File: src/rtl/cfgl_pkg.sv
package cfgl_pkg;

    localparam int BYTE_W = 8;

    typedef enum logic [2:0] {
        ST_IDLE  = 3'd0,
        ST_PROG  = 3'd1,
        ST_INITW = 3'd2,
        ST_FETCH = 3'd3,
        ST_SHIFT = 3'd4,
        ST_POST  = 3'd5
    } cfgl_state_e;

endpackage

File: src/rtl/cfgl_sync.sv
module cfgl_sync #(
    parameter int W = 1
) (
    input  logic         clk,
    input  logic         rst_n,
    input  logic [W-1:0] d_i,
    output logic [W-1:0] q_o
);
    // Two-flop synchronizer for each bit.
    for (genvar g = 0; g < W; g++) begin : g_bit
        logic s1_q, s2_q;
        always_ff @(posedge clk or negedge rst_n) begin
            if (!rst_n) begin
                s1_q <= 1'b0;
                s2_q <= 1'b0;
            end else begin
                s1_q <= d_i[g];
                s2_q <= s1_q;
            end
        end
        assign q_o[g] = s2_q;
    end
endmodule

File: src/rtl/cfgl_shift.sv
module cfgl_shift
    import cfgl_pkg::*;
(
    input  logic              clk,
    input  logic              rst_n,
    input  logic              load_i,
    input  logic              adv_i,
    input  logic              clr_i,
    input  logic [BYTE_W-1:0] data_i,
    output logic              bit_o,
    output logic              last_o
);
    localparam int IW = $clog2(BYTE_W);

    typedef struct packed {
        logic [BYTE_W-1:0] sh;
        logic [IW-1:0]     idx;
    } sh_t;

    sh_t q, d;

    always_comb begin
        d = q;
        if (clr_i) begin
            d.sh  = '0;
            d.idx = '0;
        end else if (load_i) begin
            d.sh  = data_i;
            d.idx = IW'(BYTE_W - 1);
        end else if (adv_i) begin
            d.sh  = {q.sh[BYTE_W-2:0], 1'b0};
            d.idx = q.idx - IW'(1);
        end
    end

    always_ff @(posedge clk or negedge rst_n) begin
        if (!rst_n) q <= '0;
        else        q <= d;
    end

    assign bit_o  = q.sh[BYTE_W-1];
    assign last_o = (q.idx == '0);

    // the controller issues one operation per cycle
    p_single_op_r4: assert property (@(posedge clk) disable iff (!rst_n)
        $countones({load_i, adv_i, clr_i}) <= 1);

    // never advance past the final bit of a byte
    p_adv_not_last_r5: assert property (@(posedge clk) disable iff (!rst_n)
        adv_i |-> !last_o);
endmodule

File: src/rtl/slave_cfg_loader.sv
module slave_cfg_loader
    import cfgl_pkg::*;
#(
    parameter int CNT_W    = 16,
    parameter int PROG_LOW = 64,
    parameter int HALF     = 3,
    parameter int INIT_MAX = 100000,
    parameter int DONE_MAX = 100000
) (
    input  logic              clk,
    input  logic              rst_n,
    input  logic              start_i,
    input  logic [CNT_W-1:0]  byte_count_i,
    input  logic [BYTE_W-1:0] data_i,
    input  logic              data_valid_i,
    input  logic              data_err_i,
    output logic              data_ready_o,
    input  logic              init_i,
    input  logic              done_i,
    output logic              program_n_o,
    output logic              cclk_o,
    output logic              din_o,
    output logic              busy_o,
    output logic              success_o,
    output logic              timeout_o
);
    localparam int MAXA = (PROG_LOW > INIT_MAX) ? PROG_LOW : INIT_MAX;
    localparam int MAXV = (MAXA > DONE_MAX) ? MAXA : DONE_MAX;
    localparam int CW   = $clog2(MAXV + 1);
    localparam int HW   = $clog2(HALF + 1);

    typedef struct packed {
        cfgl_state_e      st;
        logic [CW-1:0]    cnt;
        logic [HW-1:0]    hcnt;
        logic             ph;
        logic [CNT_W-1:0] left;
        logic             program_n;
        logic             cclk;
        logic             busy;
        logic             success;
        logic             timeout;
    } ctl_t;

    ctl_t q, d;

    logic [1:0] pins_s;
    logic       init_s, done_s;
    logic       sh_load, sh_adv, sh_clr;
    logic       sh_bit, sh_last;
    logic       half_end;

    cfgl_sync #(.W(2)) u_sync (
        .clk   (clk),
        .rst_n (rst_n),
        .d_i   ({done_i, init_i}),
        .q_o   (pins_s)
    );
    assign init_s = pins_s[0];
    assign done_s = pins_s[1];

    cfgl_shift u_shift (
        .clk    (clk),
        .rst_n  (rst_n),
        .load_i (sh_load),
        .adv_i  (sh_adv),
        .clr_i  (sh_clr),
        .data_i (data_i),
        .bit_o  (sh_bit),
        .last_o (sh_last)
    );

    assign half_end = (q.hcnt == HW'(HALF - 1));

    always_comb begin
        d       = q;
        sh_load = 1'b0;
        sh_adv  = 1'b0;
        sh_clr  = 1'b0;
        unique case (q.st)
            ST_IDLE: begin
                if (start_i) begin
                    d.st        = ST_PROG;
                    d.cnt       = '0;
                    d.program_n = 1'b0;
                    d.cclk      = 1'b0;
                    d.busy      = 1'b1;
                    d.success   = 1'b0;
                    d.timeout   = 1'b0;
                    d.left      = byte_count_i;
                    sh_clr      = 1'b1;
                end
            end
            ST_PROG: begin
                if (q.cnt == CW'(PROG_LOW - 1)) begin
                    d.program_n = 1'b1;
                    d.cnt       = '0;
                    d.st        = ST_INITW;
                end else begin
                    d.cnt = q.cnt + CW'(1);
                end
            end
            ST_INITW: begin
                if (init_s) begin
                    d.cnt  = '0;
                    d.hcnt = '0;
                    d.ph   = 1'b0;
                    d.st   = (q.left == '0) ? ST_POST : ST_FETCH;
                end else if (q.cnt == CW'(INIT_MAX - 1)) begin
                    d.timeout = 1'b1;
                    d.busy    = 1'b0;
                    d.st      = ST_IDLE;
                end else begin
                    d.cnt = q.cnt + CW'(1);
                end
            end
            ST_FETCH: begin
                if (data_valid_i) begin
                    d.hcnt = '0;
                    d.ph   = 1'b0;
                    if (data_err_i) begin
                        d.cnt  = '0;
                        d.st   = ST_POST;
                        sh_clr = 1'b1;
                    end else begin
                        d.st    = ST_SHIFT;
                        sh_load = 1'b1;
                    end
                end
            end
            ST_SHIFT: begin
                if (!half_end) begin
                    d.hcnt = q.hcnt + HW'(1);
                end else begin
                    d.hcnt = '0;
                    if (!q.ph) begin
                        d.cclk = 1'b1;
                        d.ph   = 1'b1;
                    end else begin
                        d.cclk = 1'b0;
                        d.ph   = 1'b0;
                        if (!sh_last) begin
                            sh_adv = 1'b1;
                        end else if (q.left == CNT_W'(1)) begin
                            d.left = '0;
                            d.cnt  = '0;
                            d.st   = ST_POST;
                            sh_clr = 1'b1;
                        end else begin
                            d.left = q.left - CNT_W'(1);
                            d.st   = ST_FETCH;
                        end
                    end
                end
            end
            ST_POST: begin
                if (!half_end) begin
                    d.hcnt = q.hcnt + HW'(1);
                end else begin
                    d.hcnt = '0;
                    if (!q.ph) begin
                        if (done_s) begin
                            d.success = 1'b1;
                            d.busy    = 1'b0;
                            d.st      = ST_IDLE;
                        end else if (q.cnt == CW'(DONE_MAX)) begin
                            d.timeout = 1'b1;
                            d.busy    = 1'b0;
                            d.st      = ST_IDLE;
                        end else begin
                            d.cclk = 1'b1;
                            d.ph   = 1'b1;
                            d.cnt  = q.cnt + CW'(1);
                        end
                    end else begin
                        d.cclk = 1'b0;
                        d.ph   = 1'b0;
                    end
                end
            end
            default: begin
                d.st = ST_IDLE;
            end
        endcase
    end

    always_ff @(posedge clk or negedge rst_n) begin
        if (!rst_n) begin
            q           <= '0;
            q.st        <= ST_IDLE;
            q.program_n <= 1'b1;
        end else begin
            q <= d;
        end
    end

    assign data_ready_o = (q.st == ST_FETCH);
    assign program_n_o  = q.program_n;
    assign cclk_o       = q.cclk;
    assign din_o        = sh_bit;
    assign busy_o       = q.busy;
    assign success_o    = q.success;
    assign timeout_o    = q.timeout;

    // lines at rest whenever no run is active
    p_idle_lines_r1: assert property (@(posedge clk) disable iff (!rst_n)
        !busy_o |-> (program_n_o && !cclk_o && !din_o));

    // program pulse only inside a run
    p_prog_busy_r2: assert property (@(posedge clk) disable iff (!rst_n)
        !program_n_o |-> (busy_o && !cclk_o));

    // data line steady while the serial clock is high
    p_din_hold_r4: assert property (@(posedge clk) disable iff (!rst_n)
        cclk_o |-> $stable(din_o));

    // busy and the two status flags are mutually exclusive
    p_status_excl_r9: assert property (@(posedge clk) disable iff (!rst_n)
        $onehot0({busy_o, success_o, timeout_o}));

    // a status flag holds until a start strobe
    p_success_hold_r9: assert property (@(posedge clk) disable iff (!rst_n)
        (success_o && !start_i) |=> success_o);
    p_timeout_hold_r9: assert property (@(posedge clk) disable iff (!rst_n)
        (timeout_o && !start_i) |=> timeout_o);

    // ready only while waiting for a byte with the clock low
    p_ready_window_r11: assert property (@(posedge clk) disable iff (!rst_n)
        data_ready_o |-> (busy_o && program_n_o && !cclk_o));
endmodule

File: config.mk
export PLATFORM = sky130hd
export DESIGN_NAME = slave_cfg_loader
export DESIGN_NICKNAME = d
export VERILOG_FILES = /design/src/rtl/cfgl_pkg.sv /design/src/rtl/cfgl_sync.sv /design/src/rtl/cfgl_shift.sv /design/src/rtl/slave_cfg_loader.sv
export SDC_FILE = /design/constraint.sdc
export NUM_CORES = 1
export LEC_CHECK = 0
export BUFFER_PORTS_ARGS = -buffer_cell sky130_fd_sc_hd__buf_2
export CORE_ASPECT_RATIO = 1.75
export CORE_MARGIN = 2
export CORE_UTILIZATION = 40
export CTS_BUF_LIST = sky130_fd_sc_hd__clkbuf_4 sky130_fd_sc_hd__clkbuf_8
export CTS_CLUSTER_DIAMETER = 60
export DETAILED_ROUTE_END_ITERATION = 10
export PLACE_DENSITY = 0.61
export REMOVE_ABC_BUFFERS = 1
export SLEW_MARGIN = 20
export SYNTH_ARGS = -nofsm -noshare
export SYNTH_HDL_FRONTEND = slang
export SYNTH_SLANG_ARGS = --single-unit
File: constraint.sdc
create_clock -name clk -period 6.3 [get_ports clk]
set_clock_uncertainty 0.2 [all_clocks]
set_input_delay 1.26 -clock clk [delete_from_list [all_inputs] [get_ports clk]]
set_output_delay 1.26 -clock clk [all_outputs]
set_load 0.05 [all_outputs]
==> results of run 1 <==
-- critical path, delay by kind of cell (launching register included) --
family	cells	cell delay [ns]
DFF	1	0.39
adders and majority gates	1	0.19
buffers and inverters	1	0.15
AOI/OAI and AO/OA	1	0.41
and+or+nand+nor	5	2.07
-- metal layers --
metal  wire length [um]  vias up  track usage (%)
li1                   -     1560                -
met1               3520     1585             21.9
met2               4740       87             34.2
met3                320       29             3.77
met4                344        0             13.1
met5                  0        -                0
-- state kept, by name (all words and copies together), names as in the netlist --
| register | flops |
|---|---|
| u_sync.g_bit.s2_q | 2 |
| u_shift.bit_o | 1 |
| q | 39 |
| u_shift.q | 10 |
| u_sync.g_bit.s1_q | 2 |
| cclk_o | 1 |
| success_o | 1 |
| busy_o | 1 |
| timeout_o | 1 |
| program_n_o | 1 |
-- final cells by class --
type	count	area (sq um)
clock inverter	3	15.0
sequential	59	1480
fill	885	4680
multi-input combinational	310	1870
clock buffer	11	151
inverter	16	60.1
tap	117	146
timing repair buffer	41	215
-- worst max path at each step --
stage / startpoint / end / slack (ns) / depth (start not counted)
floorplan: q[32] / q[27] / 3.11 / 5
global placement: data_valid_i / q[36] / 2.81 / 7
detailed placement: data_err_i / q[36] / 2.70 / 7
CTS: q[6] / q[36] / 2.77 / 8
global route: q[6] / q[36] / 2.54 / 8
finish: q[6] / q[36] / 2.75 / 8
-- logic make-up (layout without fill, tap and decap cells) --
logic type                 Yosys count  count (layout)  synth area share [%]
adders and majority gates            7               7                  2.49
muxes                                8               8                  2.32
AOI/OAI and AO/OA                  133             133                  24.2
xor gates and xnor gates             2               2                 0.499
and+or+nand+nor                    160             160                  23.6
DFF                                 59              59                  42.1
buffers and inverters               37              71                  4.78
-- cell usage after synthesis, drive strengths merged (3+ instances only) --
cell	count
nor3b	4
ha	7
clkbuf	16
buf	5
a32oi	3
and3	5
o211ai	3
nor3	8
o41ai	6
nor2b	3
a221oi	3
o21ai	54
mux2i	7
dfrtp	58
or4	8
nand3b	3
nand2	32
nor2	54
nand3	10
a21oi	18
a211oi	8
nor4b	3
inv	16
and2	6
nor4	5
o31ai	13
a31oi	6
a22oi	11
nand4	9
-- through the flow --
stage	cells	power [mW]	utilization, %	cell area, sq um	hold WS, ns
after floorplan	385	1.12	-	3400	0.131
after global placement	543	1.32	43.7	3760	0.135
after detailed placement	543	1.34	43.7	3760	0.139
after CTS	557	1.65	45.6	3930	0.153
after global routing	557	1.77	45.6	3930	0.169
final	557	1.64	45.6	3930	0.150
-- power breakdown --
group / internal [mW] / switching, mW / total [mW]
combinational: 0.255 / 0.448 / 0.703
clock: 0.158 / 0.145 / 0.303
sequential: 0.491 / 0.142 / 0.634
==> impl_metrics.yaml, run 1 <==
outcome:
  outcome: "finished, final reports clean"
setup_path:
  cp_slowest_cell: "or2_1"
  worstRegToRegCells: 8
  critPathMaxStageDelay_ns: 0.59
  path_max_fanout: 19
  required_ns: 6.32
  path_class: "register to register"
  r2r_end: "q[36]"
  crit_arrival_ns: 3.57
  endpoint_kind: "register"
  cp-start-kind: "register"
  crit_chain: "inv_1, ha_1, nor4b_1, nand4_1, nand2_1, nand4_4, or2_1, o41ai_1"
  reg2reg_from: "q[6]"
  worst-r2r-setup-slack_ns: 2.75
cells_and_area:
  fin_nets: 475
  layout-drive-gt1-share_pct: 15.7
  area_growth_pct: 12.0
  n_antenna_cell: 0
  final_cell_mix: "58 x dfrtp_1, 54 x nor2_1, 40 x o21ai_0"
  final_common_cell: "dfrtp_1"
clock_tree:
  cts_hold_buf: 0
  cts_tree: "built"
  cts.htree.levels: 3
  root_buffer: "clkbuf_8"
  numCtsBuffers: 9
  cts_resized: 0
  cts.sinks: 59
  clkTransAtPathRegs_ns: 0.07
  clock_latency_ns: 0.34
  clockBufferDepth: 2
  cts_setup_buffers: 0
flow_run:
  drv_cap: 0
synth:
  synth_top_area_share_pct: 41.3
  yosys.area.top_type: "dfrtp_1"
  ys_types: 60
  ys_seq_area_share_pct: 42.1
  synth_flop_cell: "dfrtp_1"
  synthTopCellsByArea: "dfrtp_1 41%, nor2_1 5.8%, o21ai_0 5.7%, nand2_1 3.4%, a21oi_1 2.6%"
  synth_edf_count: 0
  synth_area_sq_um: 3510
  postSynthCellCount: 406
  ys_ff_latch: 59
  syn_area_per_cell_sq_um: 8.65
  synthArstFlopShare_pct: 100
  ys_warn_count: 0
sta:
  fmax_mhz: 282
  worst_slew_pin_slew_ns: 1.04
  worst_slack_ns: 2.75
  slew_violations: 0
  finalSetupViolCount: 0
  hold_viol: 0
  tns_ns: 0
  rsz0062_at_grt: "false"
  slew_headroom_pct: 30.7
  post-route-period-util_pct: 56.3
  fin_crit_ns: 3.55
grt:
  grt_max_degree: 60
  antenna_found_initial: 0
  grt_pass1_vias: 3231
  grt_pass1_wl_um: 14700
  globalRoute.totalOverflow: 0
  track_usage_pct: 20.1
routing:
  drtIter0Drc: 236
  vias_per_cell: 5.85
  wl_um: 8930
  wl_per_cell_um: 16.0
  drcViolationCount: 0
  drt-pass1-iter-count: 4
  vias: 3261
  drtAntennaViolNets: 0
place:
  dpl.hpwl_um: 6380
  gp_congestion: 0.858
  port-buffer-count: 37
  dp_slack_ns: 2.70
die:
  ios: 38
  initial_utilization_pct: 40.8
  core_region_area_sq_um: 8610
  dieArea_sq_um: 9570
  die_x_um: 74.8
  die_y_um: 128
  row_count: 45
min_path:
  min_from: "u_sync.g_bit[1].s1_q"
  hp-class: "register to register"
  min_path_cells: 0
  holdPathEnd: "u_sync.g_bit[1].s2_q"
pwr:
  peakVddDrop_mv: 0.126
  cellLeakagePower_nw: 1.66
  powerDensity_nw_per_um2: 417
Note: power is estimated with default switching activity, not from simulation.
==> run 2, diff against run 1 <==
ABC_AREA = 1   (was not set)
PLACE_DENSITY = 0.6   (was 0.61)
clock period = 3.7 ns   (was 6.3 ns; I/O delays follow)
==> impl_metrics.yaml, run 2 <==
outcome:
  outcome: "finished, final reports clean"
setup_path:
  crit_start: "q[42]"
  cp-start-kind: "register"
  path_max_fanout: 7
  path_class: "register to output port"
  required_ns: 2.76
  crit_arrival_ns: 1.50
  endpoint_kind: "output port"
  reg2reg_from: "q[43]"
pwr:
  p_int_mw: 1.51
  combPwrFrac_pct: 44.9
  peakVddDrop_mv: 0.317
  cellLeakagePower_nw: 2.23
  p_clk_share_pct: 19.7
  p_switching_mw: 1.33
  powerDensity_nw_per_um2: 621
  p_sw_share_pct: 46.8
  seqPwrFrac_pct: 35.4
routing:
  drtAntennaViolNets: 0
  wl_per_cell_um: 13.7
  wl_um: 10500
  vias: 3960
  drt-pass1-iter-count: 4
  vias_per_cell: 5.17
  drtIter0Drc: 203
  drcViolationCount: 0
place:
  port-buffer-count: 37
  placed_area_sq_um: 4380
  dpl.hpwl_um: 7850
  gp_congestion: 0.877
  dp_slack_ns: 1.27
grt:
  grt_pass1_vias: 3872
  grt_pass1_wl_um: 17600
  track_usage_pct: 20.2
  antenna_found_initial: 0
  grt_max_degree: 47
  globalRoute.totalOverflow: 0
synth:
  synth_area_sq_um: 4120
  synthTopCellsByArea: "dfrtp_1 35%, nand2_1 17%, nor2_1 6.8%, nand3_1 6.3%, a21oi_1 5.1%"
  synth_flop_cell: "dfrtp_1"
  postSynthCellCount: 597
  ys_warn_count: 0
  syn_area_per_cell_sq_um: 6.91
  post-synth-top-count-cell: "nand2_1"
  ys_ff_latch: 59
  synthArstFlopShare_pct: 100
  yosys-top-cells-count: "187 x nand2_1, 75 x nor2_1, 58 x dfrtp_1"
  yosys.area.top_type: "dfrtp_1"
  synth_top_area_share_pct: 35.2
  ys_seq_area_share_pct: 35.8
  synth_edf_count: 0
  ys_types: 35
cells_and_area:
  multi_input_area_sq_um: 2300
  final_cell_mix: "187 x nand2_1, 75 x nor2_1, 58 x dfrtp_1"
  final_common_cell: "nand2_1"
  fin_nets: 672
  reg.largest.list: "q: 39 flops, u_shift.q: 10 flops"
  largest_register_ffs: 39
  finalCoreUtilization_pct: 44.9
  finalInstanceArea_sq_um: 4570
  seq_area_sq_um: 1480
  area_growth_pct: 10.8
  fillCellCount: 1103
  layout-drive-gt1-share_pct: 14.7
  n_antenna_cell: 0
  top_register: "q"
sta:
  post-route-period-util_pct: 65.8
  slew_headroom_pct: 35.7
  fin_crit_ns: 2.44
  worst_slew_pin_slew_ns: 0.960
  worst_slack_ns: 1.26
  finalSetupViolCount: 0
  hold_viol: 0
  fmax_mhz: 411
  tns_ns: 0
  rsz0062_at_grt: "false"
  slew_violations: 0
  timing.hold.ws_ns: 0.151
clock_tree:
  cts_tree: "built"
  cts_resized: 0
  cts.htree.levels: 3
  cts_hold_buf: 0
  clock_latency_ns: 0.35
  numCtsBuffers: 9
  cts_setup_buffers: 0
  cts.sinks: 59
  root_buffer: "clkbuf_8"
  clkTransAtPathRegs_ns: 0.07
  clockBufferDepth: 2
die:
  initial_utilization_pct: 40.5
  core_region_area_sq_um: 10200
  ios: 38
  die_y_um: 138
  row_count: 49
  dieArea_sq_um: 11200
  die_x_um: 80.7
min_path:
  hp-class: "register to register"
  min_from: "u_sync.g_bit[0].s1_q"
flow_run:
  drv_cap: 0
run 2: cell families after synthesis:
kind of cell	after synthesis	synth area share, %
AND/OR/NAND/NOR	372	41.1
buffers and inverters	74	8.25
AO/OA/AOI/OAI	72	9.92
flip-flops	59	35.8
XOR/XNOR	13	2.76
adder cells (fa/ha/maj)	7	2.12
run 2: per-stage QoR:
step	cells	power (mW)
global route	766	3.08
detailed placement	750	2.29
finish	766	2.84
global placement	750	2.27
floorplan	583	1.95
CTS	766	2.86
run 2: per-layer routing:
| metal | up-vias | global-route usage [%] | part of all wire [%] |
|---|---|---|---|
| met5 | - | 0 | 0 |
| met4 | 0 | 11.4 | 4.7 |
| met3 | 38 | 3.39 | 3.3 |
| met2 | 98 | 35.6 | 53 |
| met1 | 1814 | 22.0 | 39 |
| li1 | 2010 | - | - |
run 2: path summary, 6_finish.rpt:
kind	endpoint	slack (ns)	cells after the start
setup / recovery	data_ready_o	1.26	3
hold / removal	u_sync.g_bit[0].s2_q	0.15	0
setup reg to reg	u_shift.q[0]	1.27	5
hold reg to reg	u_sync.g_bit[0].s2_q	0.15	0
max in group asynchronous	u_sync.g_bit[0].s1_q	2.51	2
min in group asynchronous	q[30]	0.21	1
run 2: power groups by stage:
stage	logic [mW]	clock network (mW)	registers, mW
6_report	1.27	0.558	1.00
5_1_grt	1.44	0.613	1.03
4_1_cts	1.28	0.579	1.00
3_5_place_dp	1.28	0	1.01
3_3_place_gp	1.26	0	1.01
2_1_floorplan	0.897	0	1.05
run 2: cell type report:
class,count,area share [%]
clock inverter,2,0.219
tap,127,3.48
inverter,60,5.09
sequential,59,32.3
clock buffer,14,3.81
timing repair buffer,40,4.60
multi-input combinational,464,50.5
run 2: worst max-delay path, stage by stage (launching register included):
cell and delay (ns):
dfrtp_1 0.56, nand2_2 0.11, nor2_4 0.19, buf_2 0.30
